$ cat src/rtl/rx_wake_seq.sv
module rx_wake_seq #(
  parameter int OFF_W = 3,
  parameter int ON_W  = 4
) (
  input  logic             clk,
  input  logic             rst_n,
  input  logic             tick,
  input  logic             cfg_n,
  input  logic             strb_en,
  input  logic             strb_val,
  input  logic             osc_ready,
  input  logic             id_det,
  input  logic             msg_active,
  input  logic             eom,
  input  logic             auto_bank,
  input  logic             man_bank,
  input  logic [OFF_W-1:0] off_time,
  input  logic [ON_W-1:0]  on_time,
  output logic             rx_on,
  output logic             bank_b,
  output logic             cfg_mode
);
  localparam int CW = (OFF_W > ON_W) ? OFF_W : ON_W;

  typedef enum logic [2:0] {S_CFG, S_OFF, S_WARM, S_ON, S_HOLD} st_t;

  st_t           st, st_n;
  logic [CW-1:0] cnt, cnt_n;
  logic          alt;

  wire force_off = strb_en & ~strb_val;
  wire force_on  = strb_en & strb_val;
  wire cnt_zero  = (cnt == '0);
  wire wake      = (st == S_OFF) && (st_n == S_WARM);

  always_comb begin
    st_n  = st;
    cnt_n = cnt;
    if (!cfg_n) st_n = S_CFG;
    else begin
      case (st)
        S_CFG: begin
          st_n  = S_OFF;
          cnt_n = CW'(off_time);
        end
        S_OFF: begin
          if (force_on) st_n = S_WARM;
          else if (!force_off && tick) begin
            if (cnt_zero) st_n = S_WARM;
            else cnt_n = cnt - 1'b1;
          end
        end
        S_WARM: begin
          if (force_off) begin
            st_n  = S_OFF;
            cnt_n = CW'(off_time);
          end else if (osc_ready) begin
            st_n  = S_ON;
            cnt_n = CW'(on_time);
          end
        end
        S_ON: begin
          if (force_off) begin
            st_n  = S_OFF;
            cnt_n = CW'(off_time);
          end else if (id_det || msg_active) st_n = S_HOLD;
          else if (tick) begin
            if (!cnt_zero) cnt_n = cnt - 1'b1;
            else if (!force_on) begin
              st_n  = S_OFF;
              cnt_n = CW'(off_time);
            end
          end
        end
        S_HOLD: begin
          if (force_off) begin
            st_n  = S_OFF;
            cnt_n = CW'(off_time);
          end else if (eom) begin
            if (force_on) begin
              st_n  = S_ON;
              cnt_n = CW'(on_time);
            end else begin
              st_n  = S_OFF;
              cnt_n = CW'(off_time);
            end
          end
        end
        default: st_n = S_CFG;
      endcase
    end
  end

  always_ff @(posedge clk or negedge rst_n) begin
    if (!rst_n) begin
      st       <= S_CFG;
      cnt      <= '0;
      alt      <= 1'b0;
      bank_b   <= 1'b0;
      rx_on    <= 1'b0;
      cfg_mode <= 1'b1;
    end else begin
      st       <= st_n;
      cnt      <= cnt_n;
      rx_on    <= (st_n == S_WARM) || (st_n == S_ON) || (st_n == S_HOLD);
      cfg_mode <= (st_n == S_CFG);
      if (st_n == S_CFG) begin
        alt    <= 1'b0;
        bank_b <= 1'b0;
      end else if (wake) begin
        if (auto_bank) begin
          bank_b <= alt;
          alt    <= ~alt;
        end else begin
          bank_b <= man_bank;
        end
      end
    end
  end


  cfg_preempt_chk: assert property (@(posedge clk) disable iff (!rst_n)
    !cfg_n |=> (cfg_mode && !rx_on));


  strobe_low_chk: assert property (@(posedge clk) disable iff (!rst_n)
    (cfg_n && strb_en && !strb_val) |=> !rx_on);


  strobe_high_chk: assert property (@(posedge clk) disable iff (!rst_n)
    (cfg_n && strb_en && strb_val && !cfg_mode) |=> rx_on);


  msg_hold_chk: assert property (@(posedge clk) disable iff (!rst_n)
    (st == S_HOLD && cfg_n && !eom && !(strb_en && !strb_val)) |=> rx_on);


  bank_steady_chk: assert property (@(posedge clk) disable iff (!rst_n)
    (rx_on && $past(rx_on)) |-> $stable(bank_b));

endmodule

$ cat config.mk
export PLATFORM = sky130hd
export DESIGN_NAME = rx_wake_seq
export DESIGN_NICKNAME = d
export VERILOG_FILES = /design/src/rtl/rx_wake_seq.sv
export SDC_FILE = /design/constraint.sdc
export NUM_CORES = 1
export LEC_CHECK = 0
export ABC_AREA = 1
export BUFFER_PORTS_ARGS = -buffer_cell sky130_fd_sc_hd__buf_2
export CORE_UTILIZATION = 50
export CTS_BUF_LIST = sky130_fd_sc_hd__clkbuf_2 sky130_fd_sc_hd__clkbuf_4 sky130_fd_sc_hd__clkbuf_8
export CTS_CLUSTER_DIAMETER = 60
export CTS_CLUSTER_SIZE = 30
export DETAILED_ROUTE_END_ITERATION = 10
export PLACE_DENSITY = 0.74
export SLEW_MARGIN = 20
export SYNTH_ARGS = -nofsm -noshare
export SYNTH_HDL_FRONTEND = slang
export SYNTH_SLANG_ARGS = --single-unit
$ cat constraint.sdc
create_clock -name clk -period 2.3 [get_ports clk]
set_input_delay 0.345 -clock clk [delete_from_list [all_inputs] [get_ports clk]]
set_output_delay 0.345 -clock clk [all_outputs]
set_load 0.01 [all_outputs]
Word-level counts from Yosys, hierarchy flattened:

Cells that the tools add are included.

* add/subtract/negate cells: 1
* $mul: 0
* div/mod/pow operators: 0
* magnitude comparators: 0
* equality and inequality tests: 15
* shifts and indexed selects: 0
* muxes and demuxes: 35
* bitwise logic cells: 4
* reduce and logical (&&, ||, !) cells: 14

Operator list (number)
* $mux W4: 13
* $mux W3: 13
* $pmux W4 S5: 1
* $pmux W3 S5: 1
* $eq A3 B2 Y1 const B: 4
* $ne A3 B3 Y1 const B: 4
* $reduce_and A10 Y1: 1
* $eq A3 B3 Y1 const B: 2
* $logic_not A3 Y1: 2
* $mux W1: 6
* $reduce_bool A5 Y1: 1
* $logic_not A4 Y1: 1
* $ne A2 B2 Y1 const B: 2
* $ne A4 B4 Y1 const B: 1
* $reduce_bool A2 Y1: 2
* $sub A4 B1 Y4 const B: 1
* $eq A3 B1 Y1 const B: 1
* $logic_or A1 B1 Y1: 3
* $and A1 B1 Y1: 2
* $logic_and A1 B1 Y1: 2
* $mux W2: 1
* $ne A2 B1 Y1 const B: 1
* $not A1 Y1: 2
* $reduce_and A2 Y1: 1
* $logic_not A1 Y1: 1

* register bits after elaboration: 11
* latch bits: 0
* memory bits (writable): 0
* memory bits (read-only): 0
* bits of input ports: 19
* output and inout bits: 3
* logic and storage cells: 75
* memories: 0

Depth between registers and ports, before layout:

Gate-level depths: netlist (run 1).

* word-level depth: 12
* gate-level depth with buffers: 14
* mapped depth without buffers: 14

Least setup slack after synthesis (run 1):

OpenSTA, ideal clock, no wires.

* path kind: reg2reg
* start point: reg cnt[0]
* end point: reg alt
* setup time: 118 ps
* arrival: 1301 ps
* data required time: 2182 ps
* setup slack: 882 ps
* stages on the path, launching flop included: 14
* buffers on the path: 0
* clock period less this slack: 1418 ps
* cells stage by stage: dfrtp_1 > inv_1 > ha_1 > nand2_1 > inv_1 > nand3_1 > nand3_1 > nand2_1 > nand2_1 > nand2_2 > nor2_4 > nand2_1 > nand2_1 > nor2_1

* longest elaborated chain between the ends: 11

RTL lines
* from (decl): line 28 `logic [CW-1:0] cnt, cnt_n;`
* from (signal assigned): line 104 `cnt <= cnt_n;`
* $logic_not A4 Y1 (*): line 33 `wire cnt_zero = (cnt == '0);`
* $mux W3: line 68 `if (!cnt_zero) cnt_n = cnt - 1'b1;`
* $mux W3: line 67 `else if (tick) begin`
* $mux W3: line 66 `end else if (id_det || msg_active) st_n = S_HOLD;`
* $mux W3: line 63 `if (force_off) begin`
* $pmux W3 S5 (*): line 41 `case (st)`
* $mux W3 (*): line 39 `if (!cfg_n) st_n = S_CFG;`
* $eq A3 B2 Y1: line 34 `wire wake = (st == S_OFF) && (st_n == S_WARM);`
* $logic_and A1 B1 Y1: line 34
* $reduce_bool A2 Y1 (no line)
* $reduce_and A2 Y1 (no line)
* to (signal assigned): line 113 `alt <= ~alt;`
* to (decl): line 29 `logic alt;`

Every way passes the cells marked *; elsewhere a longest branch is shown, timed or not.
A chain may end at the register's enable or synchronous reset.

Worst setup path after layout (run 1):

* start point: reg cnt[0]
* end point: reg cnt[1]

* longest elaborated chain between the ends: 6

RTL lines (line)
* $sub A4 B1 Y4 or $logic_not A4 Y1 (tied branches): 50, 68, 33
* $mux W4: 68
* $mux W4: 67
* $mux W4: 66
* $mux W4: 63
* $pmux W4 S5: 41

Parallel ways exist; a longest one is shown, timed or not. The select of a mux whose other input is x is not followed.

==> impl_metrics.csv, run 1 <==
group,metric,value,unit
run_status,status,"finished, violations left",
run_status,violations,"design-rule violations",
die,die_area,0.00191,mm^2
die,core,0.00156,mm^2
setup_path,end_kind,"register",
setup_path,critPathMaxFanout,6,
global_route,grt_pass1_wl,3160,um
timing,hold_viol,0,
cells_and_area,stdcell_area,0.00101,mm^2
setup_path,r2r-end,"cnt[1]",
synth,synth.avg_cell_area,6.60,um^2
setup_path,cp-start-kind,"register",
timing,fmax,0.611,GHz
drt,wire_per_inst,10.9,um
drt,drt_iter0_drc,26,
synth,synth-warning-count,0,
setup_path,r2r-start,"cnt[0]",
min_path,hold_end,"cnt[2]",
power_and_ir_drop,power.leakage,0.000568,uW
cells_and_area,layout-drive-gt1-share,0.276,
timing,worst_slew_pin_slew,0.433,ns
synth,yosysMostFrequentCell,"nand2_1",
setup_path,reg2reg_depth,11,
global_route,grt_pass1_vias,796,
synth,ys_seq_area_frac,0.318,
cells_and_area,synthToLayoutAreaGrowth,16.4,%
drt,postRouteAntennaNets,0,
setup_path,max_stage_delay,0.40,ns
synth,synth-main-ff-cell,"dfrtp_1",
timing,post-route-period-util,0.711,
synth,synthDistinctLibCells,28,
synth,netlist_area,871,um^2
flow_run,cap_violations,0,
drt,vias_per_cell,5.18,
clock_tree,cts_tree,"built",
place,hpwl,1540,um
global_route,grtUsageTotal,0.223,
synth,synth.top_cell.area_share,0.287,
power_and_ir_drop,cellPowerDensity,706,mW/mm^2
synth,synth_cells,132,
setup_path,crit_required,2.50,ns
clock_tree,insertion_delay,0.26,ns
clock_tree,numCtsBuffers,3,
clock_tree,cts_hold_buffers,1,
timing,drv_slew,0,
timing,finalSetupTns,0,ns
setup_path,path_cells,"inv_1 > ha_1 > nand2_1 > inv_1 > nand2_1 > o211ai_1 > nand2_1 > nand3_2 > nor2_2 > nand2_1 > nand3_1",
synth,synth_commonest_cells,"nand2_1, inv_1, nor2_1",
setup_path,path_buf_inv,2,
timing,timing.slew.headroom,0.708,
setup_path,cp.arrival,1.83,ns
place,dpl_cell_area,973,um^2
die,start_util,0.559,
global_route,grt_max_degree,12,
clock_tree,cts_num_sinks,11,
die,die_h,43.7,um
setup_path,critPathTopFamily,"simple AND/OR/NAND/NOR gates",
min_path,min_path_cells,3,
setup_path,r2r_slack,0.66,ns
timing,skew,0.000488,ns
timing,grt_setup_unrepaired,"no",
synth,synth_area_leaders,"dfrtp_1, nand2_1, inv_1",
min_path,hold_path.class,"input pin to register",
setup_path,crit_top_cell,"nand2_1",
die,io_pins,22,
cells_and_area,antenna_cells,0,
setup_path,critical_path.slowest_cell,"dfrtp_1",
setup_path,critPathKind,"register to register",
drt,first_pass_iters,7,
clock_tree,cts_resized,0,
timing,finalCriticalPeriod,1.64,ns
clock_tree,clock_path_buffers,2,
cells_and_area,final_nets,178,
place,gp_congestion,0.962,
synth,synth_top_cell_by_area,"dfrtp_1",
min_path,min_from,"off_time[2]",
place,port_buffers,21,
drt,vias,891,
die,die_x,43.7,um
global_route,gr-total-overflow,0,
clock_tree,cts_htree_levels,1,
timing,setup_viol,0,
global_route,antenna_found_initial,0,
synth,synth-async-reset-ratio,1.00,
synth,synth_fp_nets,153,
clock_tree,root_buffer,"clkbuf_4",
synth,synth_edf_count,0,
clock_tree,path_clk_slew,0.07,ns
die,std_cell_rows,14,
drt,drc,1,
power_and_ir_drop,ir_worst_vdd,0.564,mV
clock_tree,cts_setup_buffers,0,
synth,ys_ff_latch,11,
drt,routed_wl,1870,um
kinds of logic (layout without fill, tap and decap cells):
logic type | count (synthesis) | count (layout) | synth area share
AND/OR/NAND/NOR | 76 | 76 | 0.395
buffers and inverters | 23 | 47 | 0.116
AO/OA/AOI/OAI | 18 | 18 | 0.122
flip-flops | 11 | 11 | 0.318
adder cells (fa/ha/maj) | 2 | 2 | 0.0287
XOR/XNOR | 2 | 2 | 0.0201
power breakdown:
group,internal [uW],leakage (uW),switching [uW]
Combinational,122,0.000406,183
Clock,78.6,0.0000184,62.8
Sequential,230,0.000144,39.9
Total,430,0.000568,286
registers in the layout, summed over array words and instances, names as in the netlist:
name,cells
cfg_mode,1
cnt,4
rx_on,1
alt,1
bank_b,1
st,3
worst min-delay path: cells and delay by family:
kind	cells	cell delay [ns]
and+or+nand+nor	2	0.09
buffers and inverters	1	0.07
placed cells by master (no fill, tap or decap):
master,count
nor2_2,3
nand3_2,1
buf_2,21
dfrtp_1,10
inv_2,4
a21oi_1,2
dfstp_2,1
nor2_1,12
nand2_2,5
a211oi_1,1
o2bb2ai_1,1
nor3_1,4
dlygate4sd3_1,1
nand4_1,1
or2_2,1
a31oi_1,1
o211ai_1,1
a21boi_1,1
nor3_2,1
inv_1,16
xnor2_1,2
ha_1,2
clkbuf_4,4
nor2_4,1
clkinv_1,1
o21ai_2,1
nand2_1,40
nand3_1,7
o21ai_1,2
o21ai_0,8
stage by stage:
stage	util	setup WS (ns)	hold WS [ns]	instances	total power, uW
5_1_grt	0.650	0.463	0.288	172	787
3_3_place_gp	0.624	0.721	0.220	167	563
6_report	0.650	0.664	0.288	172	716
3_5_place_dp	0.624	0.688	0.222	167	573
4_1_cts	0.650	0.672	0.286	172	718
2_1_floorplan	-	0.882	0.0494	132	497
layer usage:
metal	vias to the layer above	part of all wire	GRT usage	routed length (um)
met1	394	0.43	0.288	811
met2	30	0.50	0.385	943
met4	0	0.0080	0.0375	15
met3	4	0.055	0.0500	104
met5	-	0	0	0
li1	463	-	-	-
worst max path at each step:
stage | endpoint | slack [ns] | depth (start not counted) | from
after floorplan | alt | 0.88 | 13 | cnt[0]
after global placement | alt | 0.72 | 14 | strb_val
after detailed placement | cnt[1] | 0.69 | 11 | cnt[0]
after CTS | cnt[1] | 0.67 | 11 | cnt[0]
after global routing | cnt[2] | 0.46 | 11 | cnt[0]
final | cnt[1] | 0.66 | 11 | cnt[0]
cell type report:
class,instances,area (um^2)
Timing Repair Buffer,22,115
Clock buffer,4,30.0
Fill cell,144,546
Sequential cell,11,277
Tap cell,16,20.0
Multi-Input combinational cell,98,493
Inverter,21,78.8
Power figures use the tool's default switching activity.
==> run 2, diff against run 1 <==
Settings changed: CORE_UTILIZATION 50 to 49, PLACE_DENSITY 0.74 to 0.75.
Clock period 2.3 ns to 1.4 ns, I/O delays scaled along.
==> run 2 against run 1 <==
The flow finishes with violations (design-rule violations, negative setup slack). Clock skew grew 0.00073 ns. Cell area is 26% higher. Count of clock-buffer cells in the layout did not move. Register-to-register slack got worse by 0.79 ns. Critical path depth unchanged. First-iteration DRC count shrank 12%. Clock power increased by 64%. Utilization is 16 points higher. Sequential cell count stayed put. Die area rose by 1.9%. Sequential power increased by 60%. Non-clock buffer count rose by 19. Largest cell class unchanged.
==> impl_metrics.csv, run 2 (synthesis gave the netlist of run 1 again) <==
group,metric,value,unit
run_status,status,"finished, violations left",
run_status,violations,"design-rule violations, negative setup slack",
timing,worst_slew_pin_slew,0.323,ns
power_and_ir_drop,finalPower,1550,uW
cells_and_area,final_common_cell,"nand2_1",
cells_and_area,reg_top3,"cnt: 4 flops, st: 3 flops",
drt,drt_iter0_drc,23,
setup_path,cp.arrival,1.69,ns
cells_and_area,top_register,"cnt",
cells_and_area,largest_reg_flops,4,
global_route,grtUsageTotal,0.283,
power_and_ir_drop,power.leakage,0.000686,uW
drt,postRouteAntennaNets,0,
die,die_x,44.2,um
drt,first_pass_iters,7,
drt,drc,2,
drt,routed_wl,2350,um
place,port_buffers,21,
global_route,gr-total-overflow,0,
clock_tree,cts_tree,"built",
setup_path,max_stage_delay,0.45,ns
timing,finalSetupTns,-0.611,ns
place,gp_congestion,0.865,
global_route,grt_pass1_vias,989,
cells_and_area,mostFrequentLayoutCells,"nand2_1, buf_2, buf_4",
timing,fin_ws,-0.130,ns
die,die_h,44.2,um
clock_tree,path_clk_slew,0.06,ns
min_path,hold_path.class,"input pin to register",
setup_path,crit_top_cell,"nand2_1",
cells_and_area,synthToLayoutAreaGrowth,46.6,%
clock_tree,clock_path_buffers,2,
timing,timing.slew.headroom,0.783,
clock_tree,root_buffer,"clkbuf_4",
place,hpwl,1730,um
timing,hold_viol,0,
global_route,grt_pass1_wl,4040,um
drt,vias,983,
drt,vias_per_cell,5.15,
cells_and_area,final_nets,197,
die,std_cell_rows,14,
timing,fmax,0.654,GHz
clock_tree,insertion_delay,0.27,ns
place,placedCellCount,181,
timing,grt_setup_unrepaired,"yes",
die,core,0.00158,mm^2
power_and_ir_drop,cellPowerDensity,1220,mW/mm^2
clock_tree,cts_htree_levels,1,
setup_path,critical_path.slowest_cell,"dfrtp_2",
timing,finalCriticalPeriod,1.53,ns
setup_path,end_kind,"register",
setup_path,critPathMaxFanout,3,
setup_path,critPathKind,"register to register",
setup_path,path_cells,"nor2_2 > nand2_2 > inv_2 > nand2_1 > a21boi_1 > nand2_1 > nand2_2 > nor2_4 > nand2_1 > nand2_1 > nor2_1",
cells_and_area,nFillCells,122,
global_route,antenna_found_initial,0,
timing,setup_viol,8,
timing,skew,0.00122,ns
cells_and_area,final_cells,191,
drt,wire_per_inst,12.3,um
setup_path,crit_required,1.56,ns
clock_tree,cts_num_sinks,11,
die,die_area,0.00195,mm^2
cells_and_area,layout-drive-gt1-share,0.491,
flow_run,cap_violations,0,
global_route,grt_max_degree,12,
place,place_ws,-0.170,ns
die,start_util,0.552,
timing,post-route-period-util,1.09,
clock_tree,numCtsBuffers,3,
power_and_ir_drop,ir_worst_vdd,0.901,mV
cells_and_area,antenna_cells,0,
setup_path,critPathTopFamily,"simple AND/OR/NAND/NOR gates",
die,io_pins,22,
setup_path,cp-start-kind,"register",
timing,drv_slew,0,
setup_path,path_buf_inv,1,
[run 2: cell types whose count changed in the layout (fill, tap and decap cells not counted), moves of 4 or more]
cell	previous run	this run
nand2_1	40	33
nand2_4	0	4
buf_4	0	18
nor2_1	12	7
[run 2: layout make-up]
type	count	area, um^2	area share
multi-input cells	98	601	0.471
flip-flops and latches	11	280	0.220
well taps	16	20.0	0.0157
inverters	21	83.8	0.0657
clock buffers	4	30.0	0.0235
repair buffers	41	262	0.205
[run 2: what timing repair did]
item	4_1_cts	5_1_grt
setup buffers	5	0
hold endpoints to repair	10	0
endpoints found under the setup margin	8	8
gates resized for setup	32	3
hold buffers	1	0
pin swaps	15	4
[run 2: worst paths after layout]
check | from | to | slack (ns) | cells past startpoint
worst max-delay path | st[0] | alt | -0.13 | 11
worst min-delay path | off_time[2] | cnt[2] | 0.15 | 3
worst max register to register | st[0] | alt | -0.13 | 11
worst min register to register | alt | alt | 0.53 | 2
max in group asynchronous | rst_n | cfg_mode | 0.79 | 2
min in group asynchronous | rst_n | cnt[2] | 0.35 | 2
[run 2: worst reg2reg max path, cell delays in order (launching register included)]
cell      delay, ns
dfrtp_2        0.45
nor2_2         0.15
nand2_2        0.09
inv_2          0.07
nand2_1        0.06
a21boi_1       0.13
nand2_1        0.09
nand2_2        0.09
nor2_4         0.14
nand2_1        0.06
nand2_1        0.05
nor2_1         0.04
[run 2: report_power, final]
part           total [uW]  internal (uW)  leakage (uW)  switching [uW]
registers             433            380      0.000139            53.3
clock network         231            130     0.0000184             101
logic                 888            419      0.000529             469
[run 2: through the flow]
| step | hold slack (ns) | util | cell area [um^2] |
|---|---|---|---|
| 3_5_place_dp | 0.0905 | 0.689 | 1090 |
| 2_1_floorplan | -0.0856 | - | 878 |
| 4_1_cts | 0.150 | 0.804 | 1270 |
| 6_report | 0.148 | 0.810 | 1280 |
| 5_1_grt | 0.159 | 0.810 | 1280 |
| 3_3_place_gp | 0.0871 | 0.689 | 1090 |
[run 2: metal layers]
metal | GRT usage | part of all wire
met5 | 0 | 0
met4 | 0.0485 | 0
met3 | 0.0653 | 0.051
met2 | 0.562 | 0.56
met1 | 0.302 | 0.39
==> run 3, diff against run 2 <==
Clock period 1.4 ns to 1.31 ns, I/O delays scaled along.
==> run 3 against run 2 <==
The flow still finishes with violations (design-rule violations, negative setup slack). Power up 1.4%. Final cell count up 1.0%. Cell area down 0.20%. Combinational power down 2.3%. Global-route usage down 1.7 points. Critical path type unchanged. Largest cell class unchanged. Highest routed layer is now met4.
==> impl_metrics.csv, run 3 (synthesis gave the netlist of run 1 again) <==
group,metric,value,unit
drt,first_pass_iters,9,
global_route,grtUsageTotal,0.266,
run_status,status,"finished, violations left",
die,die_x,44.2,um
cells_and_area,reg_top3,"cnt: 4 flops, st: 3 flops",
timing,skew,0.00246,ns
cells_and_area,top_register,"cnt",
clock_tree,numCtsBuffers,3,
setup_path,end_kind,"register",
place,port_buffers,21,
setup_path,r2r-start,"st[0]",
global_route,gr-total-overflow,0,
cells_and_area,postLayoutCoreUtil,0.808,
global_route,grt_max_degree,12,
global_route,grt_pass1_vias,958,
drt,postRouteAntennaNets,0,
run_status,violations,"design-rule violations, negative setup slack",
clock_tree,path_clk_slew,0.07,ns
timing,finalSetupTns,-1.73,ns
clock_tree,cts_tree,"built",
setup_path,path_buf_inv,1,
min_path,min_from,"off_time[0]",
drt,drt_iter0_drc,21,
die,std_cell_rows,14,
die,die_area,0.00195,mm^2
global_route,grt_pass1_wl,3820,um
clock_tree,cts_num_sinks,11,
power_and_ir_drop,power.leakage,0.000680,uW
timing,fmax,0.633,GHz
place,hpwl,1710,um
timing,timing.slew.headroom,0.780,
power_and_ir_drop,cellPowerDensity,1240,mW/mm^2
cells_and_area,stdcell_area,0.00127,mm^2
cells_and_area,mostFrequentLayoutCells,"nand2_1, buf_2, buf_4",
setup_path,critPathKind,"register to register",
setup_path,crit_top_cell,"nand2_1",
drt,wire_per_inst,11.9,um
clock_tree,cts_htree_levels,1,
setup_path,path_depth,11,
power_and_ir_drop,ir_worst_vdd,0.810,mV
cells_and_area,layout-drive-gt1-share,0.458,
die,start_util,0.552,
setup_path,critPathTopFamily,"simple AND/OR/NAND/NOR gates",
min_path,hold_path.class,"input pin to register",
timing,finalCriticalPeriod,1.58,ns
timing,setup_viol,9,
place,dpl_cell_area,0.00112,mm^2
place,place_ws,-0.290,ns
drt,vias_per_cell,5.21,
min_path,min_path_cells,3,
setup_path,r2r-end,"alt",
drt,drc,1,
cells_and_area,nFillCells,122,
clock_tree,root_buffer,"clkbuf_4",
global_route,antenna_found_initial,0,
timing,fin_ws,-0.270,ns
clock_tree,insertion_delay,0.27,ns
setup_path,reg2reg_depth,11,
flow_run,cap_violations,0,
cells_and_area,final_common_cell,"nand2_1",
timing,hold_viol,0,
timing,worst_slew_pin_slew,0.327,ns
cells_and_area,largest_reg_flops,4,
cells_and_area,final_nets,199,
clock_tree,clock_path_buffers,2,
setup_path,path_cells,"nor2_2 > nand2_2 > inv_2 > nand2_1 > a21boi_1 > nand2_1 > nand2_2 > nor2_4 > nand2_1 > nand2_1 > nor2_1",
timing,grt_setup_unrepaired,"yes",
timing,post-route-period-util,1.21,
die,io_pins,22,
setup_path,crit_required,1.47,ns
die,die_h,44.2,um
cells_and_area,antenna_cells,0,
place,gp_congestion,0.871,
drt,routed_wl,2290,um
setup_path,cp-start-kind,"register",
die,core,0.00158,mm^2
cells_and_area,multiInputGateArea,577,um^2
timing,hold_ws,0.136,ns
drt,vias,1006,
setup_path,r2r_slack,-0.27,ns
setup_path,critical_path.slowest_cell,"dfrtp_2",
setup_path,cp.arrival,1.74,ns
cells_and_area,regArea,280,um^2
min_path,hold_end,"cnt[0]",
setup_path,max_stage_delay,0.46,ns
setup_path,critPathMaxFanout,3,
cells_and_area,synthToLayoutAreaGrowth,46.3,%
timing,drv_slew,0,
==> run 3: cell types whose count changed in the layout (fill, tap and decap cells not counted), sizes merged <==
| cell | change |
|---|---|
| buf | +2 |
==> run 3: layer usage <==
metal	up-vias	wire (um)	global-route usage
li1	506	-	-
met1	459	898	0.301
met2	39	1240	0.503
met3	2	146	0.0694
met4	0	6	0.0424
met5	-	0	0
==> run 3: worst max-delay path by stage <==
stage	startpoint	end
global placement	st[1]	alt
CTS	st[1]	alt
floorplan	cnt[0]	alt
global route	st[0]	alt
finish	st[0]	alt
detailed placement	st[1]	alt
==> run 3: area by class of cell <==
cell class                      count  area share
Multi-Input combinational cell     98       0.453
Timing Repair Buffer               43       0.224
Sequential cell                    11       0.220
Tap cell                           16      0.0157
Clock buffer                        4      0.0236
Inverter                           21      0.0639
==> run 3: metrics by stage <==
| step | std cells | power, uW |
|---|---|---|
| after floorplan | 132 | 915 |
| after global placement | 183 | 1180 |
| after detailed placement | 183 | 1190 |
| after CTS | 191 | 1540 |
| after global routing | 193 | 1700 |
| final | 193 | 1570 |
==> run 3: where the power goes <==
group / internal [uW] / switching (uW)
logic: 413 / 454
clock network: 139 / 110
registers: 406 / 52.3
==> run 3: tightest hold or removal path, stage by stage <==
cell and delay (ns):
buf_2 0.08, nand2_1 0.04, nand3_1 0.05
==> run 3: what timing repair did <==
item,CTS,global route
resized for setup,11,12
endpoints found under the hold margin,10,0
buffers inserted,3,2
setup endpoints to repair,8,9
hold buffers,1,0
pin swaps,9,7
